<file path="src/rtl/sar_seq_pkg.sv">
package sar_seq_pkg;
   typedef enum logic [1:0] {RX_WAIT, RX_ADDR, RX_DONE} rx_phase_e;
   typedef enum logic [1:0] {PH_IDLE, PH_CONV, PH_TAIL, PH_DONE} sar_phase_e;
endpackage

</file>
<file path="src/rtl/sar_cmd_rx.sv">
module sar_cmd_rx
   import sar_seq_pkg::*;
#(
   parameter int NSEL = 2
) (
   input  logic          clk,
   input  logic          cs_n,
   input  logic          din,
   output logic          cmd_done,
   output logic          is_single,
   output logic [NSEL:0] chan_idx
);
   localparam int ADDR_BITS = NSEL + 2;
   localparam int CNT_W     = (ADDR_BITS > 2) ? $clog2(ADDR_BITS) : 1;

   rx_phase_e              phase;
   logic [CNT_W-1:0]       cnt;
   logic [ADDR_BITS-1:0]   shreg;

   always_ff @(posedge clk or posedge cs_n) begin
      if (cs_n) begin
         phase <= RX_WAIT;
         cnt   <= '0;
         shreg <= '0;
      end else begin
         case (phase)
            RX_WAIT: if (din) begin
               phase <= RX_ADDR;
               cnt   <= '0;
            end
            RX_ADDR: begin
               shreg <= {shreg[ADDR_BITS-2:0], din};
               if (cnt == CNT_W'(ADDR_BITS - 1)) phase <= RX_DONE;
               else                              cnt   <= cnt + CNT_W'(1);
            end
            default: ;
         endcase
      end
   end

   assign cmd_done  = (phase == RX_DONE);
   assign is_single = shreg[ADDR_BITS-1];

   generate
      if (NSEL == 0) begin : g_no_sel
         assign chan_idx = shreg[0];
      end else begin : g_sel
         assign chan_idx = {shreg[NSEL-1:0], shreg[NSEL]};
      end
   endgenerate

   // a low din while waiting never leaves the wait state
   p_wait_start_r2: assert property (@(posedge clk) disable iff (cs_n)
      (phase == RX_WAIT && !din) |=> (phase == RX_WAIT));

   // once the address is in, it is frozen
   p_hold_addr_r4: assert property (@(posedge clk) disable iff (cs_n)
      (phase == RX_DONE) |=> (phase == RX_DONE && $stable(shreg)));
endmodule

</file>
<file path="src/rtl/sar_approx.sv">
module sar_approx
   import sar_seq_pkg::*;
#(
   parameter int RES_W = 8
) (
   input  logic             clk,
   input  logic             cs_n,
   input  logic             cmd_done,
   input  logic             cmp_hi,
   input  logic             shift_en,
   output logic             sars,
   output logic [RES_W-1:0] dac_code,
   output logic             tx_bit
);
   localparam int STEP_W = $clog2(RES_W);

   sar_phase_e          phase;
   logic [STEP_W-1:0]   step;
   logic [RES_W-1:0]    result;
   logic [RES_W-1:0]    trial_bit;

   assign trial_bit = RES_W'(1) << step;
   assign dac_code  = (phase == PH_CONV) ? (result | trial_bit) : result;
   assign sars      = (phase == PH_CONV);

   always_ff @(posedge clk or posedge cs_n) begin
      if (cs_n) begin
         phase  <= PH_IDLE;
         step   <= '0;
         result <= '0;
         tx_bit <= 1'b0;
      end else begin
         tx_bit <= 1'b0;
         case (phase)
            PH_IDLE: if (cmd_done) begin
               phase  <= PH_CONV;
               step   <= STEP_W'(RES_W - 1);
               result <= '0;
            end
            PH_CONV: begin
               result[step] <= cmp_hi;
               tx_bit       <= cmp_hi;
               if (step == '0) begin
                  if (shift_en) phase <= PH_DONE;
                  else begin
                     phase <= PH_TAIL;
                     step  <= STEP_W'(1);
                  end
               end else begin
                  step <= step - STEP_W'(1);
               end
            end
            PH_TAIL: begin
               tx_bit <= result[step];
               if (step == STEP_W'(RES_W - 1)) phase <= PH_DONE;
               else                            step  <= step + STEP_W'(1);
            end
            default: ;
         endcase
      end
   end

   // the trial bit is set and everything below it is clear
   p_trial_shape_r7: assert property (@(posedge clk) disable iff (cs_n)
      sars |-> (dac_code[step] && ((dac_code & (trial_bit - RES_W'(1))) == '0)));

   // a high decision keeps the trial code, a low one drops below it
   p_keep_r7: assert property (@(posedge clk) disable iff (cs_n)
      (sars && cmp_hi) |=> (result == $past(dac_code)));
   p_drop_r7: assert property (@(posedge clk) disable iff (cs_n)
      (sars && !cmp_hi) |=> (result < $past(dac_code)));

   // conversion ends only after the bit-0 step
   p_sars_end_r6: assert property (@(posedge clk) disable iff (cs_n)
      $fell(sars) |-> ($past(step) == '0));

   // the replay starts at bit 1, the LSB being shared
   p_lsb_shared_r9: assert property (@(posedge clk) disable iff (cs_n)
      (phase == PH_TAIL && $past(phase) == PH_CONV) |-> (step == STEP_W'(1)));

   // nothing is active after the stream
   p_quiet_r11: assert property (@(posedge clk) disable iff (cs_n)
      (phase == PH_DONE) |=> (!sars && !tx_bit));
endmodule

</file>
<file path="src/rtl/sar_dout_stage.sv">
module sar_dout_stage (
   input  logic clk,
   input  logic cs_n,
   input  logic tx_bit,
   output logic dout
);
   always_ff @(negedge clk or posedge cs_n) begin
      if (cs_n) dout <= 1'b0;
      else      dout <= tx_bit;
   end

   // by each rising edge dout carries the bit chosen at the previous one
   p_dout_follows_r8: assert property (@(posedge clk) disable iff (cs_n)
      dout == tx_bit);
endmodule

</file>
<file path="src/rtl/sar_seq_ctrl.sv">
module sar_seq_ctrl #(
   parameter int NSEL  = 2,
   parameter int RES_W = 8
) (
   input  logic             clk,
   input  logic             cs_n,
   input  logic             din,
   input  logic             shift_en,
   input  logic             cmp_hi,
   output logic             dout,
   output logic             dout_oe,
   output logic             sars,
   output logic             sars_oe,
   output logic [RES_W-1:0] dac_code,
   output logic             is_single,
   output logic [NSEL:0]    chan_idx
);
   generate
      if (NSEL < 0 || NSEL > 3) begin : g_bad_nsel
         $error("sar_seq_ctrl: NSEL must be 0 to 3");
      end
      if (RES_W < 2 || RES_W > 16) begin : g_bad_width
         $error("sar_seq_ctrl: RES_W must be 2 to 16");
      end
   endgenerate

   logic cmd_done;
   logic tx_bit;

   sar_cmd_rx #(.NSEL(NSEL)) i_rx (
      .clk       (clk),
      .cs_n      (cs_n),
      .din       (din),
      .cmd_done  (cmd_done),
      .is_single (is_single),
      .chan_idx  (chan_idx)
   );

   sar_approx #(.RES_W(RES_W)) i_approx (
      .clk      (clk),
      .cs_n     (cs_n),
      .cmd_done (cmd_done),
      .cmp_hi   (cmp_hi),
      .shift_en (shift_en),
      .sars     (sars),
      .dac_code (dac_code),
      .tx_bit   (tx_bit)
   );

   sar_dout_stage i_dout (
      .clk    (clk),
      .cs_n   (cs_n),
      .tx_bit (tx_bit),
      .dout   (dout)
   );

   assign dout_oe = !cs_n;
   assign sars_oe = !cs_n;

   // the settle clock follows the command with conversion still off
   p_settle_r5: assert property (@(posedge clk) disable iff (cs_n)
      $rose(cmd_done) |-> (!sars && !dout));
endmodule

</file>
<file path="config.mk">
export PLATFORM = sky130hd
export DESIGN_NAME = sar_seq_ctrl
export DESIGN_NICKNAME = d
export VERILOG_FILES = /design/src/rtl/sar_seq_pkg.sv /design/src/rtl/sar_cmd_rx.sv /design/src/rtl/sar_approx.sv /design/src/rtl/sar_dout_stage.sv /design/src/rtl/sar_seq_ctrl.sv
export SDC_FILE = /design/constraint.sdc
export NUM_CORES = 1
export LEC_CHECK = 0
export BUFFER_PORTS_ARGS = -buffer_cell sky130_fd_sc_hd__clkbuf_2
export CAP_MARGIN = 20
export CELL_PAD_IN_SITES_DETAIL_PLACEMENT = 1
export CELL_PAD_IN_SITES_GLOBAL_PLACEMENT = 1
export CORE_ASPECT_RATIO = 0.5
export CORE_MARGIN = 5
export CORE_UTILIZATION = 45
export DETAILED_ROUTE_END_ITERATION = 10
export HOLD_SLACK_MARGIN = 0.05
export PLACE_DENSITY = 0.81
export SLEW_MARGIN = 10
export SYNTH_ARGS = -nofsm -noshare
export SYNTH_HDL_FRONTEND = slang
export SYNTH_SLANG_ARGS = --single-unit
</file>
<file path="constraint.sdc">
create_clock -name clk -period 3.2 [get_ports clk]
set_input_delay 0.16 -clock clk [delete_from_list [all_inputs] [get_ports clk]]
set_output_delay 0.16 -clock clk [all_outputs]
set_load 0.01 [all_outputs]
</file>
==> qor.yml, run 1 <==
status:
  status: "completed"
routing:
  drt_iter0_markers: 60
  via_per_inst: 5.71
  firstDrtPassIters: 4
  vias: 1217
  wl_mm: 3.74
  wire_per_inst_um: 17.6
  ant_nets: 0
  drc: 0
job:
  cap_violations: 0
cts:
  tritoncts: "yes"
  clockBufferDepth: 2
  cts_sinks: 23
  clock_latency_ps: 290
  htree_levels: 1
  root_buffer: "clkbuf_8"
  clk_pin_slew_ps: 90
  numCtsBuffers: 3
  postCtsSetupBuffers: 0
power:
  leakage_nw: 0.839
  clkPwrFrac_pct: 11.7
  seq_power_share_pct: 33.7
  powerDensity_nw_per_um2: 1020
  p_int_mw: 0.893
  netSwitchingFraction_pct: 47.2
  ir_drop_mv: 0.418
  switchingPower_mw: 0.797
  p_comb_share_pct: 54.6
timing:
  hold_violations: 0
  setup_violations: 0
  maxSlewHeadroom_pct: 58.0
  rsz0062_at_grt: "false"
  tightest_slew_ps: 631
  finalClockSkew_ps: 7.71
  slew_viol_final: 0
  fin_tns_setup_ps: 0
die:
  dieArea_um2: 4670
  pin_count: 21
  die_w_um: 91.8
  initial_core_util_pct: 48.6
  die_y_um: 50.9
  core_um2: 3100
  rows: 14
min_path:
  hold_path_class: "in2reg"
finish:
  drive_gt1_share_pct: 24.3
  area_delta_synth_final_pct: 9.80
  antenna_cells: 0
  final_core_util_pct: 53.3
  fillerInstances: 363
  fin_nets: 191
yosys:
  synth_area_per_cell_um2: 9.66
  syn_nets: 173
  syn_area_um2: 1510
  ys_top_cells_by_count: "dfrtp_1, nand2_1, o21ai_0"
  synth_warnings: 0
  yosysTopAreaCell: "dfrtp_1"
  yosys-top-cells-area: "dfrtp_1, ha_1, nand2_1, o21ai_0, mux2i_1"
  yosys.area.top_type_share_pct: 36.5
  synth-edff-count: 0
  yosysUniqueCellTypes: 39
  ys.flop_type: "dfrtp_1"
  async_flop_share_pct: 100
  synth-seq-area-share_pct: 38.2
  synthCells: 156
  yosys_register_bits: 23
setup_path:
  max_stage_delay_ps: 390
  path_cells: "clkbuf_2"
  start_kind: "register"
  cp-end-kind: "output port"
  required_ps: 3040
  cp_slowest_cell: "dfrtn_1"
  arrival_ps: 2410
  critPathKind: "reg2out"
  r2r_slack_ps: 930
  critPathMaxFanout: 1
  path_delay_family: "flip-flops"
  cp.buffers_inverters: 1
global_routing:
  grt_pass1_wl_mm: 6.29
  grt_max_degree: 25
  antenna_found_initial: 0
  grt_overflow_total: 0
  grt_use_total_pct: 17.3
  grt_pass1_vias: 1225
placed_design:
  gp_congestion: 0.802
  hpwl_mm: 2.71
  io_buffers: 20
area by class of cell:
type / instances / area (um2) / area share (%)
multi-input cells: 113 / 823 / 49.8
inverters: 11 / 41.3 / 2.50
well taps: 40 / 50.0 / 3.03
repair buffers: 22 / 118 / 7.11
clock inverters: 1 / 5.00 / 0.303
clock buffers: 3 / 41.3 / 2.50
flip-flops and latches: 23 / 576 / 34.8
layer usage:
metal / track usage [%] / part of all wire [%]
met1: 23.6 / 50
met2: 27.4 / 45
met3: 4.11 / 4.3
met4: 5.91 / 1.4
met5: 0 / 0
power groups by stage:
| stage | Sequential, mW | Clock, mW | Combinational (mW) |
|---|---|---|---|
| 6_report | 0.569 | 0.198 | 0.923 |
| 5_1_grt | 0.592 | 0.217 | 1.03 |
| 4_1_cts | 0.569 | 0.200 | 0.928 |
| 3_5_place_dp | 0.571 | 0 | 0.922 |
| 3_3_place_gp | 0.566 | 0 | 0.894 |
| 2_1_floorplan | 0.482 | 0 | 0.783 |
sequential cells by signal, summed over array words and instances, names as in the netlist:
name and flops:
i_approx.result 8, i_rx.shreg 4, i_approx.step 3, i_approx.phase 2
i_rx.cnt 2, i_rx.phase 2, i_approx.tx_bit 1, i_dout.dout 1
worst paths after layout:
path | start | end | cells after the start
max in group asynchronous | cs_n | i_dout.dout | 3
hold reg to reg | i_rx.shreg[3] | i_rx.shreg[3] | 2
hold / removal | din | i_rx.shreg[0] | 3
min in group asynchronous | cs_n | i_approx.result[2] | 4
setup reg to reg | i_approx.step[0] | i_approx.phase[0] | 5
setup / recovery | i_dout.dout | dout | 1
repair_timing:
item	CTS	global route
hold buffers	1	0
endpoints found under the hold margin	22	0
gates resized for setup	0	0
worst reg2reg max path, cell delays in order, from the launching register on:
cell	delay [ps]
dfrtp_1	760
inv_1	220
ha_1	330
and2b_2	240
o211ai_1	250
mux2_2	370
through the flow:
| stage | area [um2] | worst slack (ps) | power (mW) | instances | hold WS [ps] |
|---|---|---|---|---|---|
| 3_3_place_gp | 1600 | 953 | 1.46 | 208 | 285 |
| 5_1_grt | 1650 | 612 | 1.84 | 213 | 114 |
| 2_1_floorplan | 1510 | 990 | 1.26 | 156 | 206 |
| 4_1_cts | 1650 | 623 | 1.70 | 213 | 111 |
| 3_5_place_dp | 1600 | 934 | 1.49 | 208 | 277 |
| 6_report | 1650 | 634 | 1.69 | 213 | 107 |
cells by family (layout without fill, tap and decap cells):
group | after synthesis | after routing | synth area share, %
AOI/OAI and AO/OA | 47 | 47 | 22.3
DFF | 23 | 23 | 38.2
adders and majority gates | 12 | 12 | 9.97
buffers and inverters | 20 | 37 | 7.14
muxes | 11 | 11 | 7.97
and+or+nand+nor | 43 | 43 | 14.4
cell usage in the layout, fill, tap and decap left out, types with 4 or more instances in the layout:
cell / n
a21o_1: 4
mux2i_1: 6
ha_1: 12
a22o_1: 4
dfrtp_1: 22
o21ai_0: 14
clkbuf_2: 20
a31oi_1: 4
nand3_1: 4
nand2_1: 22
mux2_2: 4
inv_1: 11
a21oi_1: 5
Power figures use the tool's default switching activity.
==> run 2, diff against run 1 <==
Settings changed: ABC_AREA set to 1, CORE_UTILIZATION 45 to 41, PLACE_DENSITY 0.81 to 0.78.
Clock period 3.2 ns to 2.5 ns, I/O delays scaled along.
==> run 2 against run 1 <==
Effect of this change: non-clock buffer count rose by 1; cell area rose by 0.83%; area after synthesis fell by 2.7%; flip-flop and latch count did not move; wire length fell by 4.0%; die area rose by 5.8%; largest cell class unchanged; largest power group unchanged.
==> qor.yml, run 2 <==
yosys:
  synth_compound_area_share_pct: 18.9
  synth_xor_area_share_pct: 0.597
  muxShareOfSynthArea_pct: 0
  synth-edff-count: 0
  ys_top_cells_by_count: "nand2_1, inv_1, o21ai_0"
  ys.flop_type: "dfrtp_1"
  synth_warnings: 0
  yosys.area.top_type_share_pct: 37.5
  yosys-top-cells-area: "dfrtp_1, nand2_1, ha_1, o21ai_0, inv_1"
  synthCells: 193
  synth_area_per_cell_um2: 7.60
  yosys_register_bits: 23
  async_flop_share_pct: 100
  yosysUniqueCellTypes: 24
  syn_nets: 210
  synth-seq-area-share_pct: 39.2
  synth_simple_gate_area_share_pct: 19.9
  syn_area_um2: 1470
  synth_top_family_by_area: "simple AND/OR/NAND/NOR gates"
  yosysTopAreaCell: "dfrtp_1"
  synth.most_common_cell: "nand2_1"
  yosys.area_share.adder_pct: 10.2
timing:
  fin_ws_ps: 341
  fin_tns_setup_ps: 0
  rsz0062_at_grt: "false"
  slew_viol_final: 0
  maxSlewHeadroom_pct: 69.3
  finalClockSkew_ps: 11.4
  hold_violations: 0
  tightest_slew_ps: 460
  setup_violations: 0
global_routing:
  grt_use_total_pct: 15.9
  antenna_found_initial: 0
  grt_overflow_total: 0
  grt_pass1_vias: 1250
  grt_pass1_wl_mm: 6.01
  grt_max_degree: 25
power:
  netSwitchingFraction_pct: 50.9
  seq_power_share_pct: 30.5
  powerDensity_nw_per_um2: 1430
  clkPwrFrac_pct: 10.0
  ir_drop_mv: 0.390
  switchingPower_mw: 1.21
  p_int_mw: 1.17
  p_comb_share_pct: 59.5
  leakage_nw: 0.843
setup_path:
  path_delay_family: "flip-flops"
  reg2reg_to: "i_approx.step[0]"
  path_cells: "clkbuf_2"
  start_kind: "register"
  cp.depth: 1
  cp.buffers_inverters: 1
  endpoint: "dout"
  worstSetupStartpoint: "i_dout.dout"
  required_ps: 2380
  max_stage_delay_ps: 390
  r2r_slack_ps: 690
  critPathKind: "reg2out"
  r2r-start: "i_approx.step[0]"
  cp_slowest_cell: "dfrtn_1"
  arrival_ps: 2030
  critPathMaxFanout: 1
  cp-end-kind: "output port"
  r2r_cells: 8
die:
  rows: 15
  die_w_um: 94.6
  die_y_um: 52.3
  initial_core_util_pct: 42.7
  pin_count: 21
  dieArea_um2: 4950
  core_um2: 3430
routing:
  wl_mm: 3.60
  ant_nets: 0
  via_per_inst: 4.86
  firstDrtPassIters: 4
  drc: 0
  vias: 1294
  wire_per_inst_um: 13.5
  drt_iter0_markers: 46
placed_design:
  gp_congestion: 0.814
  io_buffers: 20
  dp.cells: 261
  hpwl_mm: 2.70
  place_area_um2: 1610
  dp_slack_ps: 631
cts:
  numCtsBuffers: 3
  clock_latency_ps: 270
  cts_sinks: 23
  clockBufferDepth: 2
  clk_pin_slew_ps: 90
  htree_levels: 1
  tritoncts: "yes"
  root_buffer: "clkbuf_8"
finish:
  drive_gt1_share_pct: 15.3
  stdcell_area_um2: 1670
  final_common_cell: "nand2_1"
  largest_register_ffs: 8
  antenna_cells: 0
  fin_nets: 233
  mostFrequentLayoutCells: "nand2_1, inv_1, o21ai_0"
  top_register: "i_approx.result"
  area_delta_synth_final_pct: 13.7
  reg_top3: "i_approx.result: 8 flops, i_rx.shreg: 4 flops, i_approx.step: 3 flops"
  layout.cells.non_filler: 266
min_path:
  hp-start: "din"
  hold_path_class: "in2reg"
status:
  status: "completed"
job:
  cap_violations: 0
==> run 2: cell count changes in the layout (fill, tap and decap cells not counted), sizes merged, moves of 4 or more <==
cell	previous run	this run
nor2	3	16
a22o	6	0
inv	11	33
nand2	23	47
a31oi	4	0
o31ai	0	4
mux2i	6	0
mux2	5	0
o21ai	14	33
nand2b	4	0
a21o	5	0
==> run 2: logic make-up (layout without fill, tap and decap cells) <==
logic type / count (synthesis) / after routing
AND/OR/NAND/NOR: 72 / 72
AO/OA/AOI/OAI: 46 / 46
buffers and inverters: 39 / 61
flip-flops: 23 / 23
adder cells (fa/ha/maj): 12 / 12
XOR/XNOR: 1 / 1
==> run 2: repair_timing <==
action	CTS	global route
resized for setup	0	0
hold buffers	1	0
endpoints found under the setup margin	0	0
hold endpoints to repair	22	0
setup buffers	0	0
==> run 2: power groups by stage <==
stage                     Sequential, mW  Combinational (mW)  Clock [mW]
final                              0.726                1.42       0.239
after global routing               0.762                1.59       0.272
after CTS                          0.727                1.43       0.251
after detailed placement           0.736                1.41           0
after global placement             0.722                1.37           0
after floorplan                    0.680                1.05           0
==> run 2: per-layer routing <==
layer | routed length (um) | track usage, % | vias to the layer above
met5 | 0 | 0 | -
met4 | 25 | 4.07 | 0
met3 | 106 | 3.16 | 4
met2 | 1580 | 24.6 | 17
met1 | 1880 | 22.6 | 622
li1 | - | - | 651
==> run 2: metrics by stage <==
| step | hold slack, ps | total power, mW | utilization [%] |
|---|---|---|---|
| final | 103 | 2.38 | 48.6 |
| after global routing | 106 | 2.62 | 48.6 |
| after CTS | 102 | 2.41 | 48.6 |
| after detailed placement | 216 | 2.15 | 46.8 |
| after global placement | 200 | 2.10 | 46.8 |
| after floorplan | 171 | 1.73 | - |
==> run 2: how the worst min path moves through the flow <==
stage / cells past startpoint / end / slack [ps]
6_report: 3 / i_rx.shreg[0] / 100
2_1_floorplan: 1 / i_approx.phase[0] / 170
4_1_cts: 3 / i_rx.shreg[0] / 100
3_3_place_gp: 3 / i_approx.result[7] / 200
3_5_place_dp: 3 / i_approx.result[7] / 220
5_1_grt: 3 / i_rx.shreg[0] / 110
==> run 2: area by class of cell <==
cell class | instances | area [um2]
tap | 51 | 63.8
fill | 445 | 1770
clock buffer | 3 | 41.3
timing repair buffer | 23 | 125
sequential | 23 | 576
inverter | 34 | 128
clock inverter | 1 | 7.51
multi-input combinational | 131 | 727
==> run 3, diff against run 2 <==
Clock period 2.5 ns to 2.3 ns, I/O delays scaled along.
==> run 3 against run 2 <==
Effect of this change: register-to-register slack got worse by 230 ps; critical endpoint is now dac_code[1]; sequential share of layout area did not move; wire length rose by 2.8%; hold slack got worse by 18 ps.
==> qor.yml, run 3 (synthesis results as in run 2) <==
status:
  status: "completed"
global_routing:
  grt_overflow_total: 0
  grt_pass1_wl_mm: 6.54
  grt_pass1_vias: 1346
  grt_max_degree: 25
  antenna_found_initial: 0
  grt_use_total_pct: 17.5
die:
  die_w_um: 94.6
  core_um2: 3430
  die_y_um: 52.3
  rows: 15
  dieArea_um2: 4950
  pin_count: 21
  initial_core_util_pct: 42.7
timing:
  slew_viol_final: 0
  period_needed_ps: 2070
  finalClockSkew_ps: 12.1
  rsz0062_at_grt: "false"
  min_period_over_period_pct: 90.0
  setup_violations: 0
  maxSlewHeadroom_pct: 70.8
  tightest_slew_ps: 438
  fin_tns_setup_ps: 0
  hold_violations: 0
  max_freq_mhz: 483
min_path:
  hold_path_class: "in2reg"
  hp-start: "cmp_hi"
finish:
  multiInputGateArea_um2: 727
  fillerInstances: 450
  reg_top3: "i_approx.result: 8 flops, i_rx.shreg: 4 flops, i_approx.step: 3 flops"
  top_register: "i_approx.result"
  drive_gt1_share_pct: 15.3
  seqCellArea_um2: 576
  largest_register_ffs: 8
  stdcell_area_um2: 1670
  mostFrequentLayoutCells: "nand2_1, inv_1, o21ai_0"
  fin_nets: 233
  area_delta_synth_final_pct: 13.7
  antenna_cells: 0
  final_common_cell: "nand2_1"
  layout.cells.non_filler: 266
power:
  powerDensity_nw_per_um2: 1560
  p_total_mw: 2.60
  leakage_nw: 0.843
  ir_drop_mv: 0.481
setup_path:
  critPathKind: "reg2out"
  cp-end-kind: "output port"
  r2r-start: "i_approx.step[0]"
  critPathMaxFanout: 12
  arrival_ps: 1950
  start_kind: "register"
  worstSetupStartpoint: "i_approx.phase[1]"
  required_ps: 2180
cts:
  root_buffer: "clkbuf_8"
  cts_hold_buf: 1
  clock_latency_ps: 280
  tritoncts: "yes"
  clk_pin_slew_ps: 90
  htree_levels: 1
  postCtsSetupBuffers: 0
  ctsResizeCount: 0
  cts_sinks: 23
  clockBufferDepth: 2
  numCtsBuffers: 3
placed_design:
  gp_congestion: 0.809
  place_area_um2: 1610
  io_buffers: 20
  hpwl_mm: 2.75
  dp.cells: 261
routing:
  drt_iter0_markers: 26
  ant_nets: 0
  via_per_inst: 4.81
  wl_mm: 3.69
  drc: 0
  firstDrtPassIters: 4
  wire_per_inst_um: 13.9
  vias: 1280
job:
  cap_violations: 0
==> run 3: cell counts in the layout (fill, tap and decap cells not counted) <==
Identical to the previous run, type by type.
==> run 3: power breakdown <==
part	total (mW)	switching [mW]	internal [mW]
logic	1.54	0.991	0.546
clock network	0.275	0.152	0.123
registers	0.789	0.189	0.600
total	2.60	1.33	1.27
==> run 3: stage by stage <==
stage | setup WS, ps | utilization (%) | hold WS [ps]
global placement | 549 | 46.8 | 191
global route | 32.0 | 48.6 | 85.4
CTS | 194 | 48.6 | 73.4
detailed placement | 510 | 46.8 | 204
floorplan | 585 | - | 161
finish | 231 | 48.6 | 85.4
==> run 3: area by class of cell <==
type | instances | area share [%]
Clock inverter | 1 | 0.450
Timing Repair Buffer | 23 | 7.50
Clock buffer | 3 | 2.48
Multi-Input combinational cell | 131 | 43.6
Inverter | 34 | 7.65
Sequential cell | 23 | 34.5
Tap cell | 51 | 3.83
==> run 3: final timing paths <==
path / endpoint / slack (ps) / depth (start not counted)
min: i_approx.tx_bit / 90 / 3
max: dac_code[1] / 230 / 5
min in group asynchronous: i_approx.result[0] / 450 / 4
max in group asynchronous: i_dout.dout / 930 / 3
min reg2reg: i_rx.shreg[3] / 480 / 2
max reg2reg: i_approx.step[0] / 460 / 8
==> run 3: worst max-delay path: stages, from the launching register on <==
cell	delay (ps)
dfrtp_1	420
inv_1	90
ha_1	410
inv_1	290
o31ai_1	300
clkbuf_2	170
==> run 3: routing by layer <==
metal / up-vias / track usage (%) / share of wire, %
li1: 649 / - / -
met1: 615 / 23.1 / 51
met2: 12 / 28.3 / 44
met3: 4 / 3.73 / 3.2
met4: 0 / 7.18 / 1.5
met5: - / 0 / 0
